### src/rtl/pfq_pkg.sv
// Shared layout constants and the queue slot type for the prefetch queue.
// Assumes word-addressed instruction memory (one address step per word).
package pfq_pkg;
    localparam int IW    = 32;               // instruction word width
    localparam int AW    = 16;               // address width
    localparam int OPC_W = 6;                // opcode field width (top bits)
    localparam int OFF_W = 16;               // branch offset width (low bits)
    localparam logic [OPC_W-1:0] BR_OPC = 6'b111010;

    typedef struct packed {
        logic [AW-1:0] addr;
        logic [IW-1:0] word;
    } slot_t;
endpackage

### src/rtl/pfq_brdec.sv
// Branch recogniser: flags the unconditional branch opcode and forms the
// target as address plus sign-extended offset. Purely combinational.
module pfq_brdec
    import pfq_pkg::*;
(
    input  logic [IW-1:0] word,
    input  logic [AW-1:0] addr,
    output logic          is_branch,
    output logic [AW-1:0] target
);
    logic signed [OFF_W-1:0] off_raw;
    logic        [AW-1:0]    off_ext;

    // decode opcode and extend the offset to the address width
    always_comb begin
        off_raw   = $signed(word[OFF_W-1:0]);
        off_ext   = AW'(off_raw);
        is_branch = (word[IW-1 -: OPC_W] == BR_OPC);
        target    = addr + off_ext;
    end
endmodule

### src/rtl/pfq_ring.sv
// Circular FIFO holding prefetched words. Assumes the writer never pushes
// into a full queue unless a pop happens in the same cycle.
module pfq_ring
    import pfq_pkg::*;
#(
    parameter  int DEPTH = 4,
    localparam int PW    = (DEPTH > 1) ? $clog2(DEPTH) : 1,
    localparam int CW    = $clog2(DEPTH + 1)
) (
    input  logic          clk,
    input  logic          rst_n,
    input  logic          push,
    input  slot_t         push_slot,
    input  logic          pop,
    output slot_t         head_slot,
    output logic [CW-1:0] count
);
    slot_t         store [DEPTH];
    logic [PW-1:0] head_q, tail_q;

    function automatic logic [PW-1:0] step(input logic [PW-1:0] p);
        return (p == PW'(DEPTH - 1)) ? '0 : p + PW'(1);
    endfunction

    // write the incoming slot at the tail
    always_ff @(posedge clk) begin
        if (push) store[tail_q] <= push_slot;
    end

    // advance pointers and occupancy
    always_ff @(posedge clk) begin
        if (!rst_n) begin
            head_q <= '0;
            tail_q <= '0;
            count  <= '0;
        end else begin
            if (push) tail_q <= step(tail_q);
            if (pop)  head_q <= step(head_q);
            case ({push, pop})
                2'b10:   count <= count + CW'(1);
                2'b01:   count <= count - CW'(1);
                default: count <= count;
            endcase
        end
    end

    assign head_slot = store[head_q];

    p_no_overflow_r4: assert property (@(posedge clk) disable iff (!rst_n)
        (push && count == CW'(DEPTH)) |-> pop);
    p_occ_bound_r4: assert property (@(posedge clk) disable iff (!rst_n)
        count <= CW'(DEPTH));
    p_no_branch_stored_r6: assert property (@(posedge clk) disable iff (!rst_n)
        push |-> (push_slot.word[IW-1 -: OPC_W] != BR_OPC));
endmodule

### src/rtl/pfq_fetch.sv
// Fetch side: issues sequential requests while queue space is reserved,
// takes the one-cycle-latency response, folds branches and drops the
// wrong-path request. Assumes memory returns data the cycle after accept.
module pfq_fetch
    import pfq_pkg::*;
#(
    parameter  int            DEPTH    = 4,
    parameter  logic [AW-1:0] RESET_PC = '0,
    localparam int            CW       = $clog2(DEPTH + 1)
) (
    input  logic          clk,
    input  logic          rst_n,
    input  logic          imem_ready,
    input  logic [IW-1:0] imem_rdata,
    input  logic [CW-1:0] q_count,
    input  logic          q_pop,
    output logic          imem_req,
    output logic [AW-1:0] imem_addr,
    output logic          push,
    output slot_t         push_slot,
    output logic          redirect
);
    logic [AW-1:0] pc_q;
    logic          rsp_v_q;
    logic [AW-1:0] rsp_addr_q;
    logic          is_br;
    logic [AW-1:0] br_target;
    logic          accept;

    pfq_brdec u_brdec (
        .word      (imem_rdata),
        .addr      (rsp_addr_q),
        .is_branch (is_br),
        .target    (br_target)
    );

    // request only when a queue slot is reserved for the returning word
    always_comb begin
        imem_req  = ((int'(q_count) + int'(rsp_v_q)) < DEPTH) || q_pop;
        imem_addr = pc_q;
        accept    = imem_req && imem_ready;
        redirect  = rsp_v_q && is_br;
        push      = rsp_v_q && !is_br;
        push_slot = '{addr: rsp_addr_q, word: imem_rdata};
    end

    // program counter and in-flight response tracking
    always_ff @(posedge clk) begin
        if (!rst_n) begin
            pc_q       <= RESET_PC;
            rsp_v_q    <= 1'b0;
            rsp_addr_q <= '0;
        end else begin
            rsp_v_q <= accept && !redirect;
            if (accept) rsp_addr_q <= pc_q;
            if (redirect)    pc_q <= br_target;
            else if (accept) pc_q <= pc_q + AW'(1);
        end
    end

    p_pc_hold_r5: assert property (@(posedge clk) disable iff (!rst_n)
        (imem_req && !imem_ready && !redirect) |=> $stable(imem_addr));
    p_wrong_path_drop_r7: assert property (@(posedge clk) disable iff (!rst_n)
        redirect |=> !push);
endmodule

### src/rtl/prefetch_queue.sv
// Top of the prefetch instruction queue: fetch side, FIFO and dispatch.
// Dispatch is combinational from the queue head; disp_stall gates it.
module prefetch_queue
    import pfq_pkg::*;
#(
    parameter  int            DEPTH    = 4,
    parameter  logic [AW-1:0] RESET_PC = '0,
    localparam int            CW       = $clog2(DEPTH + 1)
) (
    input  logic          clk,
    input  logic          rst_n,
    output logic          imem_req,
    output logic [AW-1:0] imem_addr,
    input  logic          imem_ready,
    input  logic [IW-1:0] imem_rdata,
    input  logic          disp_stall,
    output logic          disp_valid,
    output logic [IW-1:0] disp_word,
    output logic [AW-1:0] disp_addr,
    output logic [CW-1:0] occupancy
);
    logic          push, pop, redirect;
    slot_t         push_slot, head_slot;
    logic [CW-1:0] count;

    pfq_fetch #(.DEPTH(DEPTH), .RESET_PC(RESET_PC)) u_fetch (
        .clk        (clk),
        .rst_n      (rst_n),
        .imem_ready (imem_ready),
        .imem_rdata (imem_rdata),
        .q_count    (count),
        .q_pop      (pop),
        .imem_req   (imem_req),
        .imem_addr  (imem_addr),
        .push       (push),
        .push_slot  (push_slot),
        .redirect   (redirect)
    );

    pfq_ring #(.DEPTH(DEPTH)) u_ring (
        .clk       (clk),
        .rst_n     (rst_n),
        .push      (push),
        .push_slot (push_slot),
        .pop       (pop),
        .head_slot (head_slot),
        .count     (count)
    );

    // issue the head word whenever one is waiting and execution allows it
    always_comb begin
        pop        = (count != '0) && !disp_stall;
        disp_valid = pop;
        disp_word  = head_slot.word;
        disp_addr  = head_slot.addr;
        occupancy  = count;
    end

    p_fold_r8: assert property (@(posedge clk) disable iff (!rst_n)
        (redirect && count != '0 && !disp_stall) |-> disp_valid);
    p_stalled_no_issue_r2: assert property (@(posedge clk) disable iff (!rst_n)
        disp_stall |-> !disp_valid);
endmodule

### config.mk
export PLATFORM = sky130hd
export DESIGN_NAME = prefetch_queue
export DESIGN_NICKNAME = d
export VERILOG_FILES = /design/src/rtl/pfq_pkg.sv /design/src/rtl/pfq_brdec.sv /design/src/rtl/pfq_ring.sv /design/src/rtl/pfq_fetch.sv /design/src/rtl/prefetch_queue.sv
export SDC_FILE = /design/constraint.sdc
export NUM_CORES = 1
export LEC_CHECK = 0
export BUFFER_PORTS_ARGS = -buffer_cell sky130_fd_sc_hd__buf_4
export CAP_MARGIN = 20
export CORE_MARGIN = 4
export CORE_UTILIZATION = 24
export DETAILED_ROUTE_END_ITERATION = 8
export SYNTH_ARGS = -nofsm -noshare
export SYNTH_HDL_FRONTEND = slang
export SYNTH_HIERARCHICAL = 1
export SYNTH_SLANG_ARGS = --single-unit
### constraint.sdc
create_clock -name clk -period 2.9 [get_ports clk]
set_input_delay 0.58 -clock clk [delete_from_list [all_inputs] [get_ports clk]]
set_output_delay 0.58 -clock clk [all_outputs]
set_load 0.02 [all_outputs]
==> flow_summary_export.csv, run 1 <==
group,metric,value,unit
final_layout,drive_above_1_share,0.308,
clocking,clk_pin_slew,0.06,ns
timing,setup_viol,0,
yosys,ys_seq_area_frac,0.657,
clocking,worstSkewPairLatency,0.52,ns
placement,dp_cells,1215,
pwr,ir_drop,337,uV
floorplanning,die_area,0.0452,mm2
final_layout,syn_to_final_growth,21.1,%
floorplanning,die_h,213,um
timing,rsz0062_at_grt,"false",
timing,skew,0.00810,ns
yosys,yosysWarnings,6,
final_layout,final_core_util,0.296,
placement,post-dp-hpwl,15.2,mm
final_layout,fin_nets,769,
drt,totalWireLength,22.5,mm
global_route,grt_max_degree,43,
placement,place.gp.congestion,0.806,
timing,slew_violations,0,
clocking,cts_tree,"built",
setup_path,path_class,"reg -> out",
yosys,synth_enable_flop_cells,192,
yosys,avgSynthCellArea,16.2,um2
timing,hold_viol,0,
global_route,grt_pass1_wl,34.1,mm
setup_path,arrival,2.15,ns
clocking,cts-root-buf,"clkbuf_16",
setup_path,endpoint_kind,"output port",
pwr,power_leakage,4.14,nW
setup_path,cp.required,2.32,ns
worst_hold_path,holdPathStages,1,
yosys,syn_inst,619,
worst_hold_path,hold_path_class,"in -> reg",
floorplanning,die_w,213,um
flow_run,cap_violations,0,
final_layout,diodes,0,
final_layout,num-fill-cells,4137,
final_layout,final_common_cell,"edfxtp_1",
timing,post-route-period-util,0.941,
clocking,cts_sinks,234,
pwr,powerDensity,733,mW/mm2
status,outcome,"complete, no violations",
setup_path,worstRegToRegCells,9,
setup_path,cp_max_fo,18,
clocking,htreeDepth,1,
setup_path,reg2reg_slack,0.36,ns
floorplanning,core,0.0411,mm2
timing,period_needed,2.73,ns
drt,avgViaCountPerCell,4.37,
timing,worst_pin_slew,0.660,ns
final_layout,layout_common_cells,"192 x edfxtp_1, 114 x buf_4, 48 x mux4_2",
floorplanning,ios,105,
clocking,clock_path_buffers,3,
setup_path,start_kind,"flop",
clocking,holdBufCountCts,0,
drt,ant_nets,0,
final_layout,final_cells,1259,
drt,route.detailed.drc,0,
clocking,postCtsResizedCells,0,
clocking,cts_setup_buffers,0,
floorplanning,placementRows,74,
drt,vias,5501,
placement,place_ws,0.0260,ns
global_route,grt-ovfl-total,0,
global_route,grt_pass1_vias,5527,
timing,fin_ws,0.170,ns
drt,first_pass_iters,5,
global_route,grt_antenna_before_repair,3,
drt,initialDrtViolationCount,312,
floorplanning,start_util,0.245,
placement,port_buffers,104,
timing,fmaxAchievable,0.366,GHz
timing,relSlewSlack,0.557,
yosys,synth.distinct_cells,60,
yosys,synth-main-ff-cell,"edfxtp_1",
timing,tns,0,ns
yosys,syn-num-nets,679,
yosys,ys_async_sr_fraction,0,
clocking,numCtsBuffers,24,
global_route,grt_use_total,0.0976,
yosys,ys_seq_elements,234,
yosys,synth.cell_area,0.0101,mm2
drt,wl_per_cell,17.9,um
==> worst paths after layout <==
check / from / endpoint
max: flop / disp_word[1]
min: imem_rdata[23] / u_ring/store[1][23]
max reg2reg: u_fetch/rsp_addr_q[0] / u_fetch/imem_addr[14]
min reg2reg: u_fetch/imem_addr[6] / u_fetch/rsp_addr_q[6]
==> Yosys cell counts (all sizes together) (5+ instances only) <==
cell	count	area, um2
a21boi	17	128
a21oi	16	103
a31oi	9	86.3
and2	7	43.8
and3	6	38.8
buf	48	357
clkbuf	10	37.5
dfxtp	42	841
edfxtp	192	5770
ha	22	275
inv	10	37.5
mux2i	7	70.1
mux4	48	1080
nand2	45	171
nand2b	5	31.3
nand3	6	30.0
nand4	5	46.3
nor2	7	26.3
nor2b	7	43.8
nor3	10	50.1
o21a	5	37.5
o21ai	26	130
xnor2	8	70.1
xor2	12	105
==> routing by layer <==
metal	vias to the layer above	global-route usage	wire length (um)
li1	2587	-	-
met2	127	0.156	10400
met1	2749	0.128	9990
met4	6	0.0275	391
met5	-	0	22
met3	32	0.0329	1740
==> sequential cells by signal, summed over array words and instances, names as in the netlist, named ones only <==
name / cells
u_fetch/rsp_addr_q: 16
u_ring/store: 192
u_ring/tail_q: 2
u_fetch/imem_addr: 16
u_fetch/rsp_v_q: 1
u_ring/count: 3
u_ring/head_q: 2
==> kinds of logic (layout without fill, tap and decap cells) <==
logic type / after synthesis / after routing / synth area share
AOI/OAI and AO/OA: 98 / 98 / 0.0722
and+or+nand+nor: 120 / 120 / 0.0648
adders and majority gates: 24 / 24 / 0.0314
xor gates and xnor gates: 20 / 20 / 0.0174
muxes: 55 / 55 / 0.114
DFF: 234 / 234 / 0.657
buffers and inverters: 68 / 176 / 0.0429
==> report_power, final <==
part | leakage (nW) | internal, mW | switching (mW)
combinational | 1.63 | 0.899 | 0.975
clock | 0.400 | 1.89 | 1.24
sequential | 2.11 | 3.78 | 0.150
total | 4.14 | 6.56 | 2.36
==> stage by stage <==
step                      total power [mW]  instance area (um2)  hold slack, ns
final                                 8.92                12200           0.264
after global routing                  9.34                12200           0.238
after CTS                             9.09                12200           0.234
after detailed placement              5.93                11400           0.509
after global placement                5.92                11400           0.497
after floorplan                       5.18                10100           0.486
==> worst max-delay path, stage by stage (launching register included) <==
cell and delay, ns:
dfxtp_4 0.60, buf_12 0.26, mux4_2 0.58, buf_4 0.19
==> area by class of cell <==
cell class | count | area, um2 | share of cell area
multi-input combinational | 317 | 3020 | 0.248
inverter | 10 | 37.5 | 0.00308
clock buffer | 37 | 754 | 0.0620
timing repair buffer | 122 | 1020 | 0.0834
clock inverter | 7 | 66.3 | 0.00545
tap | 532 | 666 | 0.0547
sequential | 234 | 6610 | 0.543
No activity file was read; power rests on OpenSTA's default activity.
==> run 2, diff against run 1 <==
GPL_TIMING_DRIVEN = 0   (was unset)
==> flow_summary_export.csv, run 2 (same netlist as run 1, synthesis figures left out) <==
group,metric,value,unit
drt,wl_per_cell,18.1,um
timing,period_needed,2.68,ns
clocking,numCtsBuffers,26,
clocking,clk_pin_slew,0.06,ns
final_layout,final_cell_area,0.0123,mm2
setup_path,slowest_delay,0.61,ns
clocking,worstSkewPairLatency,0.52,ns
timing,hold_viol,0,
placement,port_buffers,94,
drt,vias,5671,
final_layout,syn_to_final_growth,21.9,%
final_layout,drive_above_1_share,0.322,
drt,initialDrtViolationCount,358,
floorplanning,start_util,0.245,
final_layout,largest_register,"u_ring/store",
pwr,p_int,6.54,mW
final_layout,layout_common_cells,"192 x edfxtp_1, 128 x buf_4, 48 x mux4_2",
final_layout,diodes,0,
setup_path,arrival,2.10,ns
drt,route.detailed.drc,0,
clocking,cts_tree,"built",
pwr,p_sw_frac,0.268,
drt,avgViaCountPerCell,4.40,
placement,post-dp-hpwl,16.0,mm
floorplanning,die_w,213,um
timing,relSlewSlack,0.450,
setup_path,cp.required,2.32,ns
clocking,clock_path_buffers,3,
timing,worst_pin_slew,0.824,ns
drt,ant_nets,0,
setup_path,path_class,"reg -> out",
global_route,grt_pass1_wl,35.2,mm
setup_path,crit_family,"buffers and inverters",
setup_path,endpoint_kind,"output port",
global_route,grt_pass1_vias,5731,
placement,dpl_cell_area,0.0114,mm2
flow_run,cap_violations,0,
pwr,power_leakage,4.22,nW
floorplanning,die_area,0.0452,mm2
clocking,cts-root-buf,"clkbuf_16",
final_layout,fin_nets,801,
timing,fmaxAchievable,0.372,GHz
drt,first_pass_iters,5,
clocking,htreeDepth,1,
timing,skew,0.0159,ns
setup_path,start_kind,"flop",
setup_path,worst-path-buf-inv,2,
timing,fin_hold_ws,0.270,ns
placement,place_ws,-0.110,ns
drt,totalWireLength,23.3,mm
setup_path,cpMaxStageDelayCell,"clkbuf_1",
floorplanning,core,0.0411,mm2
global_route,grt_max_degree,49,
pwr,p_seq_frac,0.433,
floorplanning,ios,105,
pwr,p_sw,2.39,mW
pwr,ir_drop,393,uV
setup_path,crit_chain,"clkbuf_1 -> mux4_2 -> buf_4",
final_layout,final_core_util,0.298,
global_route,grt_use_total,0.101,
floorplanning,placementRows,74,
pwr,combPwrFrac,0.217,
timing,rsz0062_at_grt,"false",
final_layout,largest_register_ffs,192,
clocking,holdBufCountCts,0,
clocking,cts_sinks,234,
pwr,pwr-share-clk,0.350,
worst_hold_path,hold_path_class,"in -> reg",
placement,dp_cells,1245,
final_layout,final_common_cell,"edfxtp_1",
final_layout,final_cells,1290,
setup_path,cp_max_fo,10,
pwr,powerDensity,728,mW/mm2
timing,fin_ws,0.215,ns
pwr,total_power,8.93,mW
global_route,grt-ovfl-total,0,
floorplanning,die_h,213,um
timing,setup_viol,0,
status,outcome,"complete, no violations",
placement,place.gp.congestion,0.811,
timing,slew_violations,0,
timing,post-route-period-util,0.926,
global_route,grt_antenna_before_repair,3,
timing,tns,0,ns
run 2: final timing paths:
kind         slack [ns]  cells past startpoint             startpoint                    end
max                0.22                      3                   flop           disp_word[9]
min                0.27                      1         imem_rdata[23]    u_ring/store[1][23]
max reg2reg        0.25                      9  u_fetch/rsp_addr_q[0]  u_fetch/imem_addr[14]
min reg2reg        0.53                      2   u_fetch/imem_addr[9]  u_fetch/rsp_addr_q[9]
run 2: area by class of cell:
class                   instances  area [um2]
plain buffers                  58         395
clock buffers                  31         691
repair buffers                 94         706
clock inverters                14         124
multi-input cells             317        3030
fillers                      4124       28900
flip-flops and latches        234        6610
well taps                     532         666
inverters                      10        37.5
run 2: power groups by stage:
stage	combinational [mW]	clock, mW	sequential (mW)
after floorplan	1.24	0	3.94
after global placement	1.96	0	3.94
after detailed placement	1.98	0	3.94
after CTS	1.99	3.22	3.87
after global routing	2.09	3.37	3.89
final	1.93	3.13	3.87
run 2: routing by layer:
layer  vias up  GRT usage  share of wire
met3        24     0.0251          0.063
li1       2656          -              -
met4         6     0.0198          0.012
met2       137      0.164           0.47
met5         -          0         0.0013
met1      2848      0.137           0.46
run 2: what timing repair did:
item                                    CTS  global route
buffers inserted                          0             0
endpoints found under the setup margin    1             1
resized for setup                         1             2
